### config.mk
export PLATFORM = sky130hd
export DESIGN_NAME = fetch_block_seq
export DESIGN_NICKNAME = d
export VERILOG_FILES = /design/src/rtl/fbs_pkg.sv /design/src/rtl/fbs_desc_fifo.sv /design/src/rtl/fbs_block_walker.sv /design/src/rtl/fetch_block_seq.sv
export SDC_FILE = /design/constraint.sdc
export NUM_CORES = 1
export LEC_CHECK = 0
export BUFFER_PORTS_ARGS = -buffer_cell sky130_fd_sc_hd__buf_2
export CAP_MARGIN = 10
export CORE_MARGIN = 2
export CORE_UTILIZATION = 40
export DETAILED_ROUTE_END_ITERATION = 16
export PLACE_DENSITY = 0.52
export SLEW_MARGIN = 20
export SYNTH_ARGS = -nofsm -noshare
export SYNTH_HDL_FRONTEND = slang
export SYNTH_SLANG_ARGS = --single-unit
export TNS_END_PERCENT = 10
### constraint.sdc
create_clock -name clk -period 3.6 [get_ports clk]
set_input_delay 0.36 -clock clk [delete_from_list [all_inputs] [get_ports clk]]
set_output_delay 0.36 -clock clk [all_outputs]
set_load 0.05 [all_outputs]
### src/rtl/fbs_pkg.sv
package fbs_pkg;
   // bits needed to count 0..n inclusive
   function automatic int unsigned fbs_count_bits(input int unsigned n);
      return $clog2(n + 1);
   endfunction

   // bits needed to address n entries (at least one)
   function automatic int unsigned fbs_addr_bits(input int unsigned n);
      return (n < 2) ? 1 : $clog2(n);
   endfunction
endpackage

### src/rtl/fbs_desc_fifo.sv
module fbs_desc_fifo
   import fbs_pkg::*;
#(
   parameter int unsigned DEPTH = 8,
   parameter int unsigned DW    = 40,
   localparam int unsigned AW   = fbs_addr_bits(DEPTH),
   localparam int unsigned CW   = fbs_count_bits(DEPTH)
) (
   input  logic          clk,
   input  logic          rst_n,
   input  logic          wr_en,
   input  logic [DW-1:0] wr_data,
   input  logic          rd_en,
   output logic [DW-1:0] rd_data,
   output logic          full,
   output logic          empty,
   output logic [CW-1:0] count
);
   logic [DW-1:0] slot [DEPTH];
   logic [AW-1:0] wr_ptr, rd_ptr;
   logic          wr_ok, rd_ok;

   assign full  = (count == CW'(DEPTH));
   assign empty = (count == '0);
   assign wr_ok = wr_en && !full;
   assign rd_ok = rd_en && !empty;
   assign rd_data = slot[rd_ptr];

   generate
      for (genvar i = 0; i < DEPTH; i++) begin : g_slot
         always_ff @(posedge clk or negedge rst_n) begin
            if (!rst_n)
               slot[i] <= '0;
            else if (wr_ok && (wr_ptr == AW'(i)))
               slot[i] <= wr_data;
         end
      end
   endgenerate

   always_ff @(posedge clk or negedge rst_n) begin
      if (!rst_n) begin
         wr_ptr <= '0;
         rd_ptr <= '0;
         count  <= '0;
      end else begin
         if (wr_ok) wr_ptr <= wr_ptr + AW'(1);
         if (rd_ok) rd_ptr <= rd_ptr + AW'(1);
         case ({wr_ok, rd_ok})
            2'b10:   count <= count + CW'(1);
            2'b01:   count <= count - CW'(1);
            default: count <= count;
         endcase
      end
   end
endmodule

### src/rtl/fbs_block_walker.sv
module fbs_block_walker #(
   parameter int unsigned    PC_W       = 32,
   parameter int unsigned    LEN_W      = 8,
   parameter int unsigned    INSN_BYTES = 4,
   parameter logic [PC_W-1:0] RESET_PC  = '0
) (
   input  logic             clk,
   input  logic             rst_n,
   input  logic             adv,
   input  logic             have_desc,
   input  logic [PC_W-1:0]  desc_tgt,
   input  logic [LEN_W-1:0] desc_len,
   output logic             take,
   output logic [PC_W-1:0]  pc,
   output logic             pc_valid
);
   logic [LEN_W-1:0] remain;
   logic             step;

   assign pc_valid = (remain != '0);
   assign take     = !pc_valid && have_desc;
   assign step     = pc_valid && adv;

   always_ff @(posedge clk or negedge rst_n) begin
      if (!rst_n) begin
         pc     <= RESET_PC;
         remain <= '0;
      end else if (take) begin
         pc     <= desc_tgt;
         remain <= desc_len;
      end else if (step) begin
         pc     <= pc + PC_W'(INSN_BYTES);
         remain <= remain - LEN_W'(1);
      end
   end
endmodule

### src/rtl/fetch_block_seq.sv
module fetch_block_seq
   import fbs_pkg::*;
#(
   parameter int unsigned     PC_W       = 32,
   parameter int unsigned     LEN_W      = 8,
   parameter int unsigned     DEPTH      = 8,
   parameter int unsigned     INSN_BYTES = 4,
   parameter logic [PC_W-1:0] RESET_PC   = '0,
   localparam int unsigned    DW         = PC_W + LEN_W,
   localparam int unsigned    CW         = fbs_count_bits(DEPTH)
) (
   input  logic             clk,
   input  logic             rst_n,
   input  logic             enq_valid,
   input  logic [PC_W-1:0]  enq_target,
   input  logic [LEN_W-1:0] enq_len,
   output logic             q_full,
   input  logic             adv,
   output logic [PC_W-1:0]  pc,
   output logic             pc_valid
);
   generate
      if (DEPTH < 2 || (DEPTH & (DEPTH - 1)) != 0) begin : g_bad_depth
         $error("DEPTH must be a power of two, at least 2");
      end
      if (LEN_W < 1 || PC_W < 2) begin : g_bad_width
         $error("LEN_W must be at least 1 and PC_W at least 2");
      end
      if (INSN_BYTES == 0) begin : g_bad_step
         $error("INSN_BYTES must be nonzero");
      end
   endgenerate

   logic [DW-1:0]    head;
   logic             q_empty;
   logic [CW-1:0]    q_count;
   logic             deq_fire;
   logic [PC_W-1:0]  head_tgt;
   logic [LEN_W-1:0] head_len;

   assign head_tgt = head[DW-1:LEN_W];
   assign head_len = head[LEN_W-1:0];

   fbs_desc_fifo #(.DEPTH(DEPTH), .DW(DW)) u_queue (
      .clk     (clk),
      .rst_n   (rst_n),
      .wr_en   (enq_valid),
      .wr_data ({enq_target, enq_len}),
      .rd_en   (deq_fire),
      .rd_data (head),
      .full    (q_full),
      .empty   (q_empty),
      .count   (q_count)
   );

   fbs_block_walker #(
      .PC_W(PC_W), .LEN_W(LEN_W), .INSN_BYTES(INSN_BYTES), .RESET_PC(RESET_PC)
   ) u_walker (
      .clk       (clk),
      .rst_n     (rst_n),
      .adv       (adv),
      .have_desc (!q_empty),
      .desc_tgt  (head_tgt),
      .desc_len  (head_len),
      .take      (deq_fire),
      .pc        (pc),
      .pc_valid  (pc_valid)
   );
endmodule

# Yosys cells after proc, flatten, opt, wreduce, memory -nomap -nowiden
# Index checks and enable logic that the tools add are counted.
# Widths: inputs -> output; s select.
# totals
register_bits	370
in_bits	44
word_cells	59
# op_classes
n_addsub	6
n_lt_le_gt_ge	1
eq_ne	10
mux	8
n_bitwise	1
n_reduce_logical	20
# op_table
op	n
$bmux 40 s3	1
$mux 40	2
$mux 32	2
$add 32x3->32 const B	1
$mux 8	2
$eq 3x3->1 const B	4
$logic_and 1x1->1	12
$pmux 4 s2	1
$reduce_bool 8->1	1
$sub 8x1->8 const B	1
$add 3x1->3 const B	2
$eq 3x2->1 const B	2
$add 4x1->4 const B	1
$eq 4x4->1 const B	1
$ge 4x4->1 const B	1
$logic_not 4->1	1
$not 3->4	1
$reduce_bool 2->1	2
$sub 4x1->4 const B	1
$eq 3x1->1 const B	1
$logic_not 1->1	3
$logic_not 3->1	1
$eq 2x1->1 const B	1
$eq 2x2->1 const B	1

# Logic depth before layout (Yosys ltp)
# logic_depth
depth_word	6
ltp_mapped	12
mapped_depth_nobuf	12

# Modules after synthesis
# From an unflattened synthesis, not the netlist that was laid out.
# hier_totals
hier_cells	1146
hier_area_um2	17108.9
# modules_own_cells
mod	instances	cells_per_inst	area_per_inst_um2	seq_area_each_um2
fbs_desc_fifo	1	891	14849.2	8257.9
fbs_block_walker	1	254	2255.9	1001.0
fetch_block_seq	1	1	3.8	0.0

# Worst setup path before layout
# No wires, ideal clock.
# synth_timing
path_type	register to register
from	register u_walker.remain[5]
to	register u_queue.count[3]
setup_ns	0.125
t_arrival_ns	2.617
required_time_ns	3.475
path_slack_ns	0.858
path_stages_with_launch	12
period_less_slack_ns	2.742
cell_sequence	dfrtp_1 or4_1 buf_2 or3_4 clkinv_1 ha_1 ha_1 a21o_1 a21oi_1 xnor2_1 nor2_1 xor2_1
# synth_via
elab_chain_len	6
elab_cells_between_ends	8
cone_classes	eq/ne (2); mux (1); reduce/logical (5)
# synth_rtl
item	line_no	text
start, declared	fbs_block_walker.sv:17	logic [LEN_W-1:0] remain;
start signal, assigned	fbs_block_walker.sv:30	remain <= desc_len;
start signal, assigned	fbs_block_walker.sv:33	remain <= remain - LEN_W'(1);
$reduce_bool 8->1 *	fbs_block_walker.sv:20	assign pc_valid = (remain != '0);
$logic_not 1->1 *	fbs_block_walker.sv:21	assign take = !pc_valid && have_desc;
$logic_and 1x1->1 *	fbs_block_walker.sv:21	
$logic_and 1x1->1 *	fbs_desc_fifo.sv:26	assign rd_ok = rd_en && !empty;
via u_queue.rd_ok	fbs_desc_fifo.sv:21	logic wr_ok, rd_ok;
$eq 2x1->1 or $eq 2x2->1 (tied branches)	fbs_desc_fifo.sv:48	case ({wr_ok, rd_ok})
$pmux 4 s2 or $reduce_bool 2->1 (tied branches)	n/a	
end signal, assigned	fbs_desc_fifo.sv:49	2'b10: count <= count + CW'(1);
end signal, assigned	fbs_desc_fifo.sv:50	2'b01: count <= count - CW'(1);
end signal, assigned	fbs_desc_fifo.sv:51	default: count <= count;
end, declared	fbs_desc_fifo.sv:17	output logic [CW-1:0] count
# The timed path passes the listed nets; every way through them passes the cells marked *.
# A chain may end at the register's enable or synchronous reset.

# Worst setup path after layout
# layout_timing
from	register u_walker.remain[0]
to	register u_queue.count[3]
# The elaborated chain is that of the path after synthesis.

==> metrics.cfg <==
[sta]
clock-skew-final_ns=0.0155
min_period_ns=2.96
hold_viol_final=0
setup_viol=0
max_slew_margin_pct=33.0
timing.setup.tns_ns=0
fmax_ghz=0.337
rsz0062_at_grt=no
finalCritPeriodShare_pct=82.3
tightestPinTransition_ns=1.01
drv_slew=0

[global_route]
grt_use_met1_pct=26.3
gr-total-overflow=0
grt_busiest_layer=met2
use_met2_pct=29.6
antenna_found_initial=2
track_usage_pct=18.6
grt_pass1_vias=10100
grt_max_degree=88
met3_usage_pct=3.76
grt_pass1_wl_um=62300

[power_and_ir_drop]
power-per-cell-area_nw_per_um2=862
seq_power_share_pct=43.7
clkPwrFrac_pct=24.9
leakage_nw=8.08
p_int_mw=11.7
p_switching_mw=5.07
combPwrFrac_pct=31.3
p_sw_share_pct=30.3
power_mw=16.7
irDropWorstVdd_uv=384

[setup_path]
worst_path_max_delay_cell=or3b_1
path_class=reg -> reg
cp.required_ns=4.02
endpoint_kind=flop
cp_common_cell=ha_1
path_depth=12
crit_fanout=9
start_kind=flop
cp_top_family=simple AND/OR/NAND/NOR gates
reg2reg_depth=12
worstPathBufferInverterCount=2
cp_cell_sequence=inv_1 > ha_1 > or3b_1 > or3_4 > clkinv_1 > ha_1 > ha_1 > a21o_1 > a21oi_1 > xnor2_1 > nor2_1 > xor2_1
slowest_delay_ns=0.45
cp.arrival_ns=3.38

[floorplan]
dieArea_um2=43900
row_count=75
die_h_um=210
initial_core_util_pct=40.4
die_width_um=210
pin_count=78
coreArea_um2=41900

[synthesis]
yosysWarningCount=0
yosysSeqAreaShare_pct=54.8
synth_most_common_cell=dfrtp_1
synth_edf_count=0
synth_top_area_share_pct=54.8
ys_ff_latch=370
synth_area_um2=16900
syn_area_per_cell_um2=14.9
synthFlopType=dfrtp_1
netlist_top_cells_area=dfrtp_1 55%, mux2_2 21%, mux4_2 11%
synthTopCellsByCount=370 x dfrtp_1, 312 x mux2_2, 80 x mux4_2
synth_top_area_cell=dfrtp_1
synthArstFlopShare_pct=100
synth_nets=1191
synthCells=1134
yosysUniqueCellTypes=43

[placed_design]
place_congestion=0.724
postPlaceCellArea_um2=18000
dp_hpwl_um=23200
portBuffers=77

[finish]
nNetsFinal=1268
areaGrowthSynthToFinish_pct=14.9
n_fill_cell=3750
drive_above_1_share_pct=45.7
multi_input_area_um2=7300
finalInstanceArea_um2=19400
seqCellArea_um2=9270

[clocking]
clockRootBuffer=clkbuf_16
cts_num_sinks=370
post_cts_buffers=0
clockBufferDepth=3
clk_pin_slew_ns=0.06
cts_tree=done
cts_inserted_buffers=43
clock_latency_ns=0.55
htree_levels=2

[hold_path]
hold_depth=2
hold_path_class=in -> reg

[routing]
first_pass_iters=4
route.vias.total=9682
drt_iter0_drc=346
routedWlPerCell_um=22.1
vias_per_cell=5.43
antenna_left=0
drc=0
drt_wl_total_um=39500

[job]
max_cap_viol_count=0

[run_status]
outcome=completed

-- path summary, 6_finish.rpt --
| kind | startpoint | end | slack [ns] |
|---|---|---|---|
| setup / recovery | u_walker.remain[0] | u_queue.count[3] | 0.64 |
| hold reg to reg | u_queue.slot[302] | u_queue.slot[302] | 0.49 |
| hold / removal | enq_target[14] | u_queue.slot[302] | 0.14 |
| max in group asynchronous | rst_n | u_queue.slot[289] | 2.12 |
| setup reg to reg | u_walker.remain[0] | u_queue.count[3] | 0.64 |
| min in group asynchronous | rst_n | u_queue.slot[54] | 0.40 |
-- power by group through the flow --
| stage | clock network (mW) | registers (mW) | logic (mW) |
|---|---|---|---|
| after floorplan | 0 | 7.40 | 3.80 |
| after detailed placement | 0 | 7.38 | 5.31 |
| final | 4.17 | 7.32 | 5.25 |
| after global routing | 4.49 | 7.59 | 5.69 |
| after CTS | 4.31 | 7.32 | 5.33 |
| after global placement | 0 | 7.33 | 5.20 |
-- logic make-up after synthesis --
group	after synthesis	share of synthesized area [%]
flip-flops	370	54.8
XOR/XNOR	35	1.81
adder cells (fa/ha/maj)	13	1.01
AND/OR/NAND/NOR	128	4.18
buffers and inverters	86	2.16
multiplexers	413	32.8
AO/OA/AOI/OAI	89	3.26
-- worst reg2reg max path: stages (launching register included) --
cell,delay [ns]
dfrtp_1,0.38
inv_1,0.10
ha_1,0.19
or3b_1,0.45
or3_4,0.40
clkinv_1,0.17
ha_1,0.23
ha_1,0.24
a21o_1,0.17
a21oi_1,0.16
xnor2_1,0.13
nor2_1,0.07
xor2_1,0.15
-- stage by stage --
step	std cells	hold WS [ns]	setup slack, ns	utilization [%]
global route	1783	0.137	0.503	46.4
global placement	1704	0.441	0.699	43.1
detailed placement	1704	0.446	0.656	43.1
floorplan	1134	0.0644	0.858	-
CTS	1783	0.106	0.634	46.4
finish	1784	0.136	0.636	46.4
-- final cells by class --
class / count / share of cell area, %
Clock buffer: 69 / 6.58
Timing Repair Buffer: 103 / 3.90
Multi-Input combinational cell: 678 / 37.6
Clock inverter: 9 / 0.361
Tap cell: 539 / 3.48
Sequential cell: 370 / 47.8
Inverter: 15 / 0.290
Antenna cell: 1 / 0.0129
-- cells in the final DEF (no fill, tap or decap), types with 14 or more instances in the layout --
cell type,netlist,final
mux2_2,312,312
clkbuf_16,0,45
buf_2,26,76
clkbuf_1,29,18
o21ai_0,16,16
mux4_2,80,80
inv_1,14,14
nor2b_1,28,28
xnor2_1,26,26
dfrtp_1,370,367
a211oi_1,29,29
nand2_1,30,25
a21oi_1,28,28
-- registers in the layout (all words and copies together) (netlist names) --
signal,flops
u_queue.count,4
u_walker.pc,32
u_queue.rd_ptr,3
u_queue.slot,320
u_walker.remain,8
u_queue.wr_ptr,3
-- timing repair --
action	in CTS	in global routing
hold buffers	1	0
gates resized for setup	0	0
endpoints found under the setup margin	0	0
hold endpoints to repair	81	0
-- routing by layer --
metal / vias to the layer above / routed length [um]
met5: - / 13
li1: 4378 / -
met2: 128 / 18600
met1: 5131 / 18500
met4: 2 / 640
met3: 43 / 1700
(Power assumes the default switching activity.)
